==> config.mk <==
export PLATFORM = sky130hd
export DESIGN_NAME = vec_len_seq
export DESIGN_NICKNAME = d
export VERILOG_FILES = /design/src/rtl/vls_pkg.sv /design/src/rtl/vls_ctrl.sv /design/src/rtl/vls_dp.sv /design/src/rtl/vec_len_seq.sv
export SDC_FILE = /design/constraint.sdc
export NUM_CORES = 1
export LEC_CHECK = 0
export ABC_AREA = 1
export BUFFER_PORTS_ARGS = -buffer_cell sky130_fd_sc_hd__buf_2
export CORE_ASPECT_RATIO = 1.4
export CORE_MARGIN = 5
export CORE_UTILIZATION = 57
export CTS_CLUSTER_DIAMETER = 150
export DETAILED_ROUTE_END_ITERATION = 8
export PLACE_DENSITY_LB_ADDON = 0.08
export SLEW_MARGIN = 15
export SYNTH_ARGS = -nofsm -noshare
export SYNTH_HDL_FRONTEND = slang
export SYNTH_SLANG_ARGS = --single-unit
==> constraint.sdc <==
create_clock -name clk -period 4.6 [get_ports clk]
set_clock_uncertainty 0.15 [all_clocks]
set_input_delay 0.92 -clock clk [delete_from_list [all_inputs] [get_ports clk]]
set_output_delay 0.92 -clock clk [all_outputs]
set_load 0.01 [all_outputs]
==> src/rtl/vls_pkg.sv <==
package vls_pkg;
  typedef enum logic {
    ST_IDLE = 1'b0,
    ST_RUN  = 1'b1
  } seqState_e;

  typedef struct packed {
    logic setLoad;
    logic wrMax;
    logic loopInit;
    logic subInc;
    logic grpInc;
  } ctrlStrobe_t;
endpackage

==> src/rtl/vls_ctrl.sv <==
module vls_ctrl
  import vls_pkg::*;
(
  input  logic        clk,
  input  logic        rstN,
  input  logic        setCmd,
  input  logic        start,
  input  logic        stateWrEn,
  input  logic        lenZero,
  input  logic        lastSub,
  input  logic        lastGrp,
  output ctrlStrobe_t strobe,
  output logic        busy,
  output logic        done
);
  seqState_e state;
  logic idle;
  logic finish;

  always_comb begin
    idle            = (state == ST_IDLE);
    strobe          = '0;
    strobe.setLoad  = idle && setCmd;
    strobe.loopInit = idle && !setCmd && start;
    strobe.wrMax    = idle && !setCmd && !start && stateWrEn;
    strobe.subInc   = busy && !lastSub;
    strobe.grpInc   = busy && lastSub && !lastGrp;
    finish          = busy && lastSub && lastGrp;
  end

  assign busy = (state == ST_RUN);

  always_ff @(posedge clk or negedge rstN) begin
    if (!rstN) begin
      state <= ST_IDLE;
      done  <= 1'b0;
    end else begin
      done <= (strobe.loopInit && lenZero) || finish;
      if (strobe.loopInit && !lenZero) state <= ST_RUN;
      else if (finish)                 state <= ST_IDLE;
    end
  end

  a_r9_done_single: assert property (@(posedge clk) disable iff (!rstN)
    done |=> !done);
  a_r9_done_idle: assert property (@(posedge clk) disable iff (!rstN)
    done |-> !busy);
  a_r10_zero_len: assert property (@(posedge clk) disable iff (!rstN)
    (idle && start && !setCmd && lenZero) |=> (done && !busy));
  a_r12_set_first: assert property (@(posedge clk) disable iff (!rstN)
    (idle && setCmd && start) |=> (!busy && !done));
endmodule

==> src/rtl/vls_dp.sv <==
module vls_dp
  import vls_pkg::*;
#(
  parameter int MVL_W = 7,
  parameter int REQ_W = 16,
  parameter int SUB_W = 2
) (
  input  logic                   clk,
  input  logic                   rstN,
  input  ctrlStrobe_t            strobe,
  input  logic                   busy,
  input  logic [1:0]             srcSel,
  input  logic [REQ_W-1:0]       immLen,
  input  logic [REQ_W-1:0]       regLen,
  input  logic [REQ_W-1:0]       ctrLen,
  input  logic [MVL_W-1:0]       immMaxLen,
  input  logic [SUB_W-1:0]       immSubLen,
  input  logic [MVL_W-1:0]       stateWrMax,
  input  logic [(1<<MVL_W)-1:0]  predMask,
  output logic [MVL_W-1:0]       maxLen,
  output logic [MVL_W-1:0]       curLen,
  output logic [SUB_W-1:0]       subLen,
  output logic                   resultValid,
  output logic [REQ_W-1:0]       resultLen,
  output logic [MVL_W-1:0]       elemGroup,
  output logic [SUB_W-1:0]       elemSub,
  output logic                   elemValid,
  output logic                   lenZero,
  output logic                   lastSub,
  output logic                   lastGrp
);
  localparam int NGRP = 1 << MVL_W;
  localparam int PAD  = REQ_W - MVL_W;
  localparam logic [MVL_W-1:0] GRP_ONE = MVL_W'(1);
  localparam logic [SUB_W-1:0] SUB_ONE = SUB_W'(1);

  logic [REQ_W-1:0] reqSel;
  logic [MVL_W-1:0] clampLen;
  logic [NGRP-1:0]  predReg;

  always_comb begin
    case (srcSel)
      2'd1:    reqSel = regLen;
      2'd2:    reqSel = ctrLen;
      default: reqSel = immLen;
    endcase
    clampLen = (reqSel > {{PAD{1'b0}}, immMaxLen}) ? immMaxLen : reqSel[MVL_W-1:0];
  end

  assign lenZero   = (curLen == '0);
  assign lastSub   = (elemSub == subLen);
  assign lastGrp   = (elemGroup == curLen - GRP_ONE);
  assign elemValid = busy && predReg[elemGroup];

  always_ff @(posedge clk or negedge rstN) begin
    if (!rstN) begin
      maxLen      <= '0;
      curLen      <= '0;
      subLen      <= '0;
      resultValid <= 1'b0;
      resultLen   <= '0;
      elemGroup   <= '0;
      elemSub     <= '0;
      predReg     <= '0;
    end else begin
      resultValid <= strobe.setLoad;
      if (strobe.setLoad) begin
        maxLen    <= immMaxLen;
        subLen    <= immSubLen;
        curLen    <= clampLen;
        resultLen <= {{PAD{1'b0}}, clampLen};
      end
      if (strobe.wrMax) begin
        maxLen <= stateWrMax;
        if (curLen > stateWrMax) curLen <= stateWrMax;
      end
      if (strobe.loopInit) begin
        elemGroup <= '0;
        elemSub   <= '0;
        predReg   <= predMask;
      end
      if (strobe.subInc) elemSub <= elemSub + SUB_ONE;
      if (strobe.grpInc) begin
        elemSub   <= '0;
        elemGroup <= elemGroup + GRP_ONE;
      end
    end
  end

  a_r3_vl_le_mvl: assert property (@(posedge clk) disable iff (!rstN)
    curLen <= maxLen);
  a_r5_result_match: assert property (@(posedge clk) disable iff (!rstN)
    resultValid |-> (resultLen == {{PAD{1'b0}}, curLen}));
  a_r7_sub_bound: assert property (@(posedge clk) disable iff (!rstN)
    busy |-> (elemSub <= subLen) && (elemGroup < curLen));
  a_r8_valid_gated: assert property (@(posedge clk) disable iff (!rstN)
    elemValid |-> busy);
  a_r11_state_hold: assert property (@(posedge clk) disable iff (!rstN)
    busy |=> ($stable(maxLen) && $stable(curLen) && $stable(subLen)));
endmodule

==> src/rtl/vec_len_seq.sv <==
module vec_len_seq
  import vls_pkg::*;
#(
  parameter int MVL_W = 7,
  parameter int REQ_W = 16,
  parameter int SUB_W = 2
) (
  input  logic                  clk,
  input  logic                  rstN,
  input  logic                  setCmd,
  input  logic [1:0]            srcSel,
  input  logic [REQ_W-1:0]      immLen,
  input  logic [REQ_W-1:0]      regLen,
  input  logic [REQ_W-1:0]      ctrLen,
  input  logic [MVL_W-1:0]      immMaxLen,
  input  logic [SUB_W-1:0]      immSubLen,
  input  logic                  stateWrEn,
  input  logic [MVL_W-1:0]      stateWrMax,
  input  logic                  start,
  input  logic [(1<<MVL_W)-1:0] predMask,
  output logic [MVL_W-1:0]      maxLen,
  output logic [MVL_W-1:0]      curLen,
  output logic [SUB_W-1:0]      subLen,
  output logic                  resultValid,
  output logic [REQ_W-1:0]      resultLen,
  output logic                  busy,
  output logic                  done,
  output logic                  elemValid,
  output logic [MVL_W-1:0]      elemGroup,
  output logic [SUB_W-1:0]      elemSub
);
  ctrlStrobe_t strobe;
  logic lenZero, lastSub, lastGrp;

  vls_ctrl ctrl_i (
    .clk(clk), .rstN(rstN), .setCmd(setCmd), .start(start), .stateWrEn(stateWrEn),
    .lenZero(lenZero), .lastSub(lastSub), .lastGrp(lastGrp),
    .strobe(strobe), .busy(busy), .done(done)
  );

  vls_dp #(.MVL_W(MVL_W), .REQ_W(REQ_W), .SUB_W(SUB_W)) dp_i (
    .clk(clk), .rstN(rstN), .strobe(strobe), .busy(busy), .srcSel(srcSel),
    .immLen(immLen), .regLen(regLen), .ctrLen(ctrLen), .immMaxLen(immMaxLen),
    .immSubLen(immSubLen), .stateWrMax(stateWrMax), .predMask(predMask),
    .maxLen(maxLen), .curLen(curLen), .subLen(subLen), .resultValid(resultValid),
    .resultLen(resultLen), .elemGroup(elemGroup), .elemSub(elemSub),
    .elemValid(elemValid), .lenZero(lenZero), .lastSub(lastSub), .lastGrp(lastGrp)
  );
endmodule

# ---- After elaboration in Yosys (flattened, before gate mapping)
# Cells that the tools add are included.
dict set report totals {
  memories 0
  input_bits 199
  mem_bits_ro 0
  latch_bits 0
  wordCells 60
  ff_bits 163
  out_inout_bits 45
  mem_bits_rw 0
}
dict set report classes {
  shifts 0
  addsub 3
  mux 16
  mul 0
  n_bitwise 1
  n_eq_ne 4
  div_mod_pow 0
  order_cmp 3
  reduce_logical 23
}
# operator count
set op_table {}
lappend op_table {{$mux 7} 8}
lappend op_table {{$pmux 16 s2} 1}
lappend op_table {{$gt 16x7->1} 1}
lappend op_table {{$logic_and 1x1->1} 12}
lappend op_table {{$lt 7x8->1 const B} 1}
lappend op_table {{$add 7x1->7 const B} 1}
lappend op_table {{$bmux 1 s7} 1}
lappend op_table {{$eq 7x7->1} 1}
lappend op_table {{$gt 7x7->1} 1}
lappend op_table {{$logic_not 7->1} 1}
lappend op_table {{$sub 7x1->7 const B} 1}
lappend op_table {{$mux 2} 3}
lappend op_table {{$reduce_bool 2->1} 3}
lappend op_table {{$logic_not 1->1} 5}
lappend op_table {{$mux 1} 3}
lappend op_table {{$reduce_bool 3->1} 1}
lappend op_table {{$add 2x1->2 const B} 1}
lappend op_table {{$eq 2x1->1 const B} 1}
lappend op_table {{$eq 2x2->1} 1}
lappend op_table {{$eq 2x2->1 const B} 1}
lappend op_table {{$logic_or 1x1->1} 1}
lappend op_table {{$not 1->1} 1}

# ---- Logic depth before layout (Yosys ltp)
dict set report depth {
  word_depth 7
  depth_mapped 19
  mapped_depth_nobuf 18
}

# ---- By module
# A second synthesis with hierarchy kept.
dict set report hier_totals {
  cells_unflattened 1159
  hier_area_um2 8682.1
}
# mod n_inst seq_area_each_um2 cells_per_inst area_each_um2
set by_module_without_submodules {}
lappend by_module_without_submodules {vls_dp 1 4028.9 1138 8554.5}
lappend by_module_without_submodules {vls_ctrl 1 50.0 21 127.6}

# ---- Worst setup path after synthesis
# No wires, ideal clock.
dict set report synth_path {
  kind {input to register}
  start {in srcSel[0]}
  end {reg dp_i.curLen[0]}
  setup_time_ns 0.077
  slack_ns 1.294
  path_stages 16
  n_path_buf 1
  t_required_ns 4.373
  t_arrival_ns 3.079
  cell_sequence {inv_1 ha_1 inv_1 clkbuf_1 nand3_1 o21ai_0 inv_1 ha_1 a21o_1 a21oi_1 nand2_1 nand2_1 nand3_2 nand2_1 nand3_1 a21oi_1}
}
dict set report synth_via {
  elab_chain_len 7
  word_cells_on_any_way 8
  cone_classes {order compare (1); eq/ne (2); mux (5)}
}
# element line
set synth_rtl {}
lappend synth_rtl {{start, declared} vec_len_seq.sv:11} ;# input logic [1:0] srcSel,
lappend synth_rtl {{$eq 2x2->1 or $eq 2x1->1 (tied branches)} vls_dp.sv:42} ;# case (srcSel)
lappend synth_rtl {{$pmux 16 s2 (*)} vls_dp.sv:42}
lappend synth_rtl {{$gt 16x7->1} vls_dp.sv:47} ;# clampLen = (reqSel > {{PAD{1'b0}}, immMaxLen}) ? immMaxLen : reqSel[MVL_W-1:0];
lappend synth_rtl {{$mux 7 (*)} vls_dp.sv:47}
lappend synth_rtl {{$mux 7 (*)} vls_dp.sv:67} ;# if (strobe.setLoad) begin
lappend synth_rtl {{$mux 7} vls_dp.sv:75} ;# if (curLen > stateWrMax) curLen <= stateWrMax;
lappend synth_rtl {{$mux 7 (*)} vls_dp.sv:73} ;# if (strobe.wrMax) begin
lappend synth_rtl {{end signal, assigned} vls_dp.sv:70} ;# curLen <= clampLen;
lappend synth_rtl {{end signal, assigned} vls_dp.sv:75}
lappend synth_rtl {{end, declared} vls_dp.sv:21} ;# output logic [MVL_W-1:0] curLen,
# Mark *: on every way between the ends. The rest lies on a longest branch, timed or not.
# A chain may end at the register's enable or synchronous reset.

# ---- Worst setup path in the final report
dict set report layout_path {
  start {reg dp_i.elemGroup[0]}
  end {out elemValid}
}
dict set report layout_via {
  elab_chain_len 3
}
# element line
set layout_rtl {}
lappend layout_rtl {{start, declared} vls_dp.sv:25} ;# output logic [MVL_W-1:0] elemGroup,
lappend layout_rtl {{start signal, assigned} vls_dp.sv:85} ;# elemGroup <= elemGroup + GRP_ONE;
lappend layout_rtl {{$bmux 1 s7} vls_dp.sv:53} ;# assign elemValid = busy && predReg[elemGroup];
lappend layout_rtl {{$mux 1 (not written as such)} vls_dp.sv:53}
lappend layout_rtl {{$logic_and 1x1->1} vls_dp.sv:53}
lappend layout_rtl {{end, declared} vec_len_seq.sv:28} ;# output logic elemValid,
# Every way passes these cells. The select of a mux whose other input is x is not followed.

==> results.md <==
* Status: finished, final reports clean
* Distinct cells, synth at 34
* Initial Util at 57.7%
* Sequential area share after synthesis at 47.4%
* FF-to-FF End: dp_i.elemGroup[0]$_DFFE_PN0P_
* Wirelength per Cell at 15.7 um
* Metal2 WL at 12.9 mm
* Most used DFF post-synth: dfrtp_1
* PwrDens at 646 nW/um^2
* Max_cap viols at 0
* Setup TNS at 0 ns
* NumNets Final at 1590
* PostCTS Resize Cnt at 0
* DR vias/cell at 5.25
* Yosys warns at 0
* Top Metal Used: met5
* Required @ worst endpoint at 3.53 ns
* Area Overhead vs Synth at 20.8%
* Row count at 53
* Max transition margin at 22.7%
* Sink Count at 163
* DP Worst Slack at 0.934 ns
* Antenna violations before repair at 1
* # setup viols final at 0
* CP startpoint: dp_i.elemGroup[0]$_DFFE_PN0P_
* Die area at 17700 um^2
* Met3 WL at 1.69 mm
* Placed Cells incl. Taps at 1546
* Syn avg cell area at 7.33 um^2
* Storage cell area at 4080 um^2
* Final slew viol count at 0
* Final period util at 81.8%
* Fillcell total at 1321
* Port bufs at 234
* Synthesized instance count at 1175
* Largest net degree at the start of global routing at 113
* CTS tree: built
* Cells on Worst Hold Path at 2
* Dominant cells by area after synthesis: dfrtp_1, nand2_1, nand3_1, ha_1, inv_1
* Antenna Violating Nets Remaining at 0
* Drt pass-1 iters at 7
* Commonest non-fill, non-tap cell in the layout: nand2_1
* Synth Cell Area at 8610 um^2
* Min-delay src: dp_i.predReg[0]$_DFFE_PN0P_
* Metal-1 WL at 9.56 mm
* Crit path capture type: output port
* Final Hold Fails at 0
* CP Max Fanout at 37
* CTS Hold Bufs at 0
* Die X at 114 um
* DRT iter0 DRCs at 677
* Dominant cell type by area after synthesis: dfrtp_1
* CTS max path bufs at 2
* Ant diodes at 0
* Post-synth ARST share at 100%
* Clk root buf: clkbuf_16
* Clock transition at the registers of the reported paths at 0.06 ns
* Die Ht at 155 um
* Drt drc at 0
* First-pass GRT wire length at 40.0 mm
* Worst setup SP type: flop
* Critical Path AT at 2.69 ns
* Worst vdd ir at 354 uV
* EDFF count, synth at 0
* Crit path time final at 3.76 ns
* Gpl congestion at 0.921
* Tot GR Track Use at 28.2%
* Worst Reg-to-Reg Cells at 5
* Leakage at 5.82 nW
* Share of cells above drive strength 1 at 20.7%
* Setup ws final at 0.838 ns
* Final wirelength at 24.7 mm
* Postcts setup bufs at 0
* H-tree depth at 4
* FMAX at 0.266 GHz
* Total CTS buffers at 17
* Number of I/O pins at 244
* Worst skew pair latency at 0.43 ns
* Most frequent cells in the layout: nand2_1, buf_2, dfrtp_1
* Dpl hpwl at 17.2 mm
* Core area at 14900 um^2
* Via Count at 8282
* RSZ-0062 raised after global routing: false
* Slew @ Worst Pin at 1.16 ns
* Worst min path class: reg -> reg
* Multi-input logic area at 4010 um^2
* Number of global-route vias before repair at 8261
* Crit Reg-Reg Startpoint: ctrl_i.busy$_DFFE_PN0P_
* Share of the synthesized area in the top cell type at 47.4%
* Reg2reg setup slack at 2.12 ns
* Seq cells post-synth at 163
* Total grt overflow at 0
* Fin cells at 1577
* Hold EP: dp_i.predReg[0]$_DFFE_PN0P_
* WS Path Type: reg -> out
-- synthesized netlist by cell type, types with 9 or more instances --
library cell and n:
clkbuf_1 25, nand4_1 12, nand2_1 604, nor2_1 28, dfrtp_1 163, inv_1 44, a21oi_1 21, buf_2 25
o21ai_0 10, ha_1 18, nand3_1 152, xnor2_1 9, buf_4 21
-- cells by family after synthesis --
logic type      count (synthesis)  synth area share [%]
xor+xnor                       16                  1.63
other cells                     1                0.0435
flops                         163                  47.4
fa+ha+maj                      18                  2.61
simple gates                  807                  38.1
buf+inv                       118                  6.51
compound gates                 52                  3.70
-- worst max path at each step --
stage | cells after the start | endpoint | slack, ns
6_report | 13 | elemValid | 0.84
3_5_place_dp | 19 | dp_i.curLen[4]$_DFF_PN0_ | 0.93
2_1_floorplan | 16 | dp_i.curLen[0]$_DFF_PN0_ | 1.29
5_1_grt | 13 | elemValid | 0.68
3_3_place_gp | 16 | dp_i.curLen[3]$_DFF_PN0_ | 1.01
4_1_cts | 13 | elemValid | 0.84
-- state kept, by name, indices dropped and copies added (netlist names) --
name and count:
dp_i.predReg 128, dp_i.curLen 7, dp_i.elemGroup 7, dp_i.maxLen 7, dp_i.resultLen 7, dp_i.elemSub 2, dp_i.subLen 2, ctrl_i.busy 1
ctrl_i.done 1, dp_i.resultValid 1
-- area by class of cell --
type | instances | area share, %
repair buffers | 243 | 12.3
well taps | 192 | 2.31
multi-input cells | 902 | 38.5
clock buffers | 21 | 4.42
clock inverters | 10 | 1.50
inverters | 46 | 1.68
flip-flops and latches | 163 | 39.2
-- critical path, stage by stage, from the launching register on --
cell and delay (ns):
dfrtp_2 0.41, inv_2 0.43, buf_12 0.28, nand2_1 0.07, nand3_1 0.07, nand3_1 0.11, nand3_1 0.13, nand2_1 0.09
nand2_1 0.06, nand3_1 0.08, nand3_1 0.09, nand2_1 0.05, nor2_1 0.19, buf_2 0.18
-- routing by layer --
layer	vias up	track usage [%]
li1	4104	-
met1	3850	34.3
met2	283	49.3
met3	43	6.96
met4	2	8.66
met5	-	0
-- power breakdown --
part	switching (mW)	total [mW]	leakage [nW]	internal (mW)
Combinational	1.65	2.66	3.49	1.02
Clock	0.565	1.50	0.303	0.931
Sequential	0.463	2.56	2.03	2.10
Total	2.68	6.72	5.82	4.05
-- stage by stage --
stage                     hold WS (ns)  total power [mW]  util, %  cell area, um^2
after floorplan                  0.299              4.42        -             8640
after global placement           0.312              5.17     65.6             9790
after detailed placement         0.315              5.23     65.6             9790
after CTS                        0.331              6.76     69.8            10400
after global routing             0.339              7.27     69.8            10400
final                            0.329              6.72     69.8            10400
(Power assumes the default switching activity.)
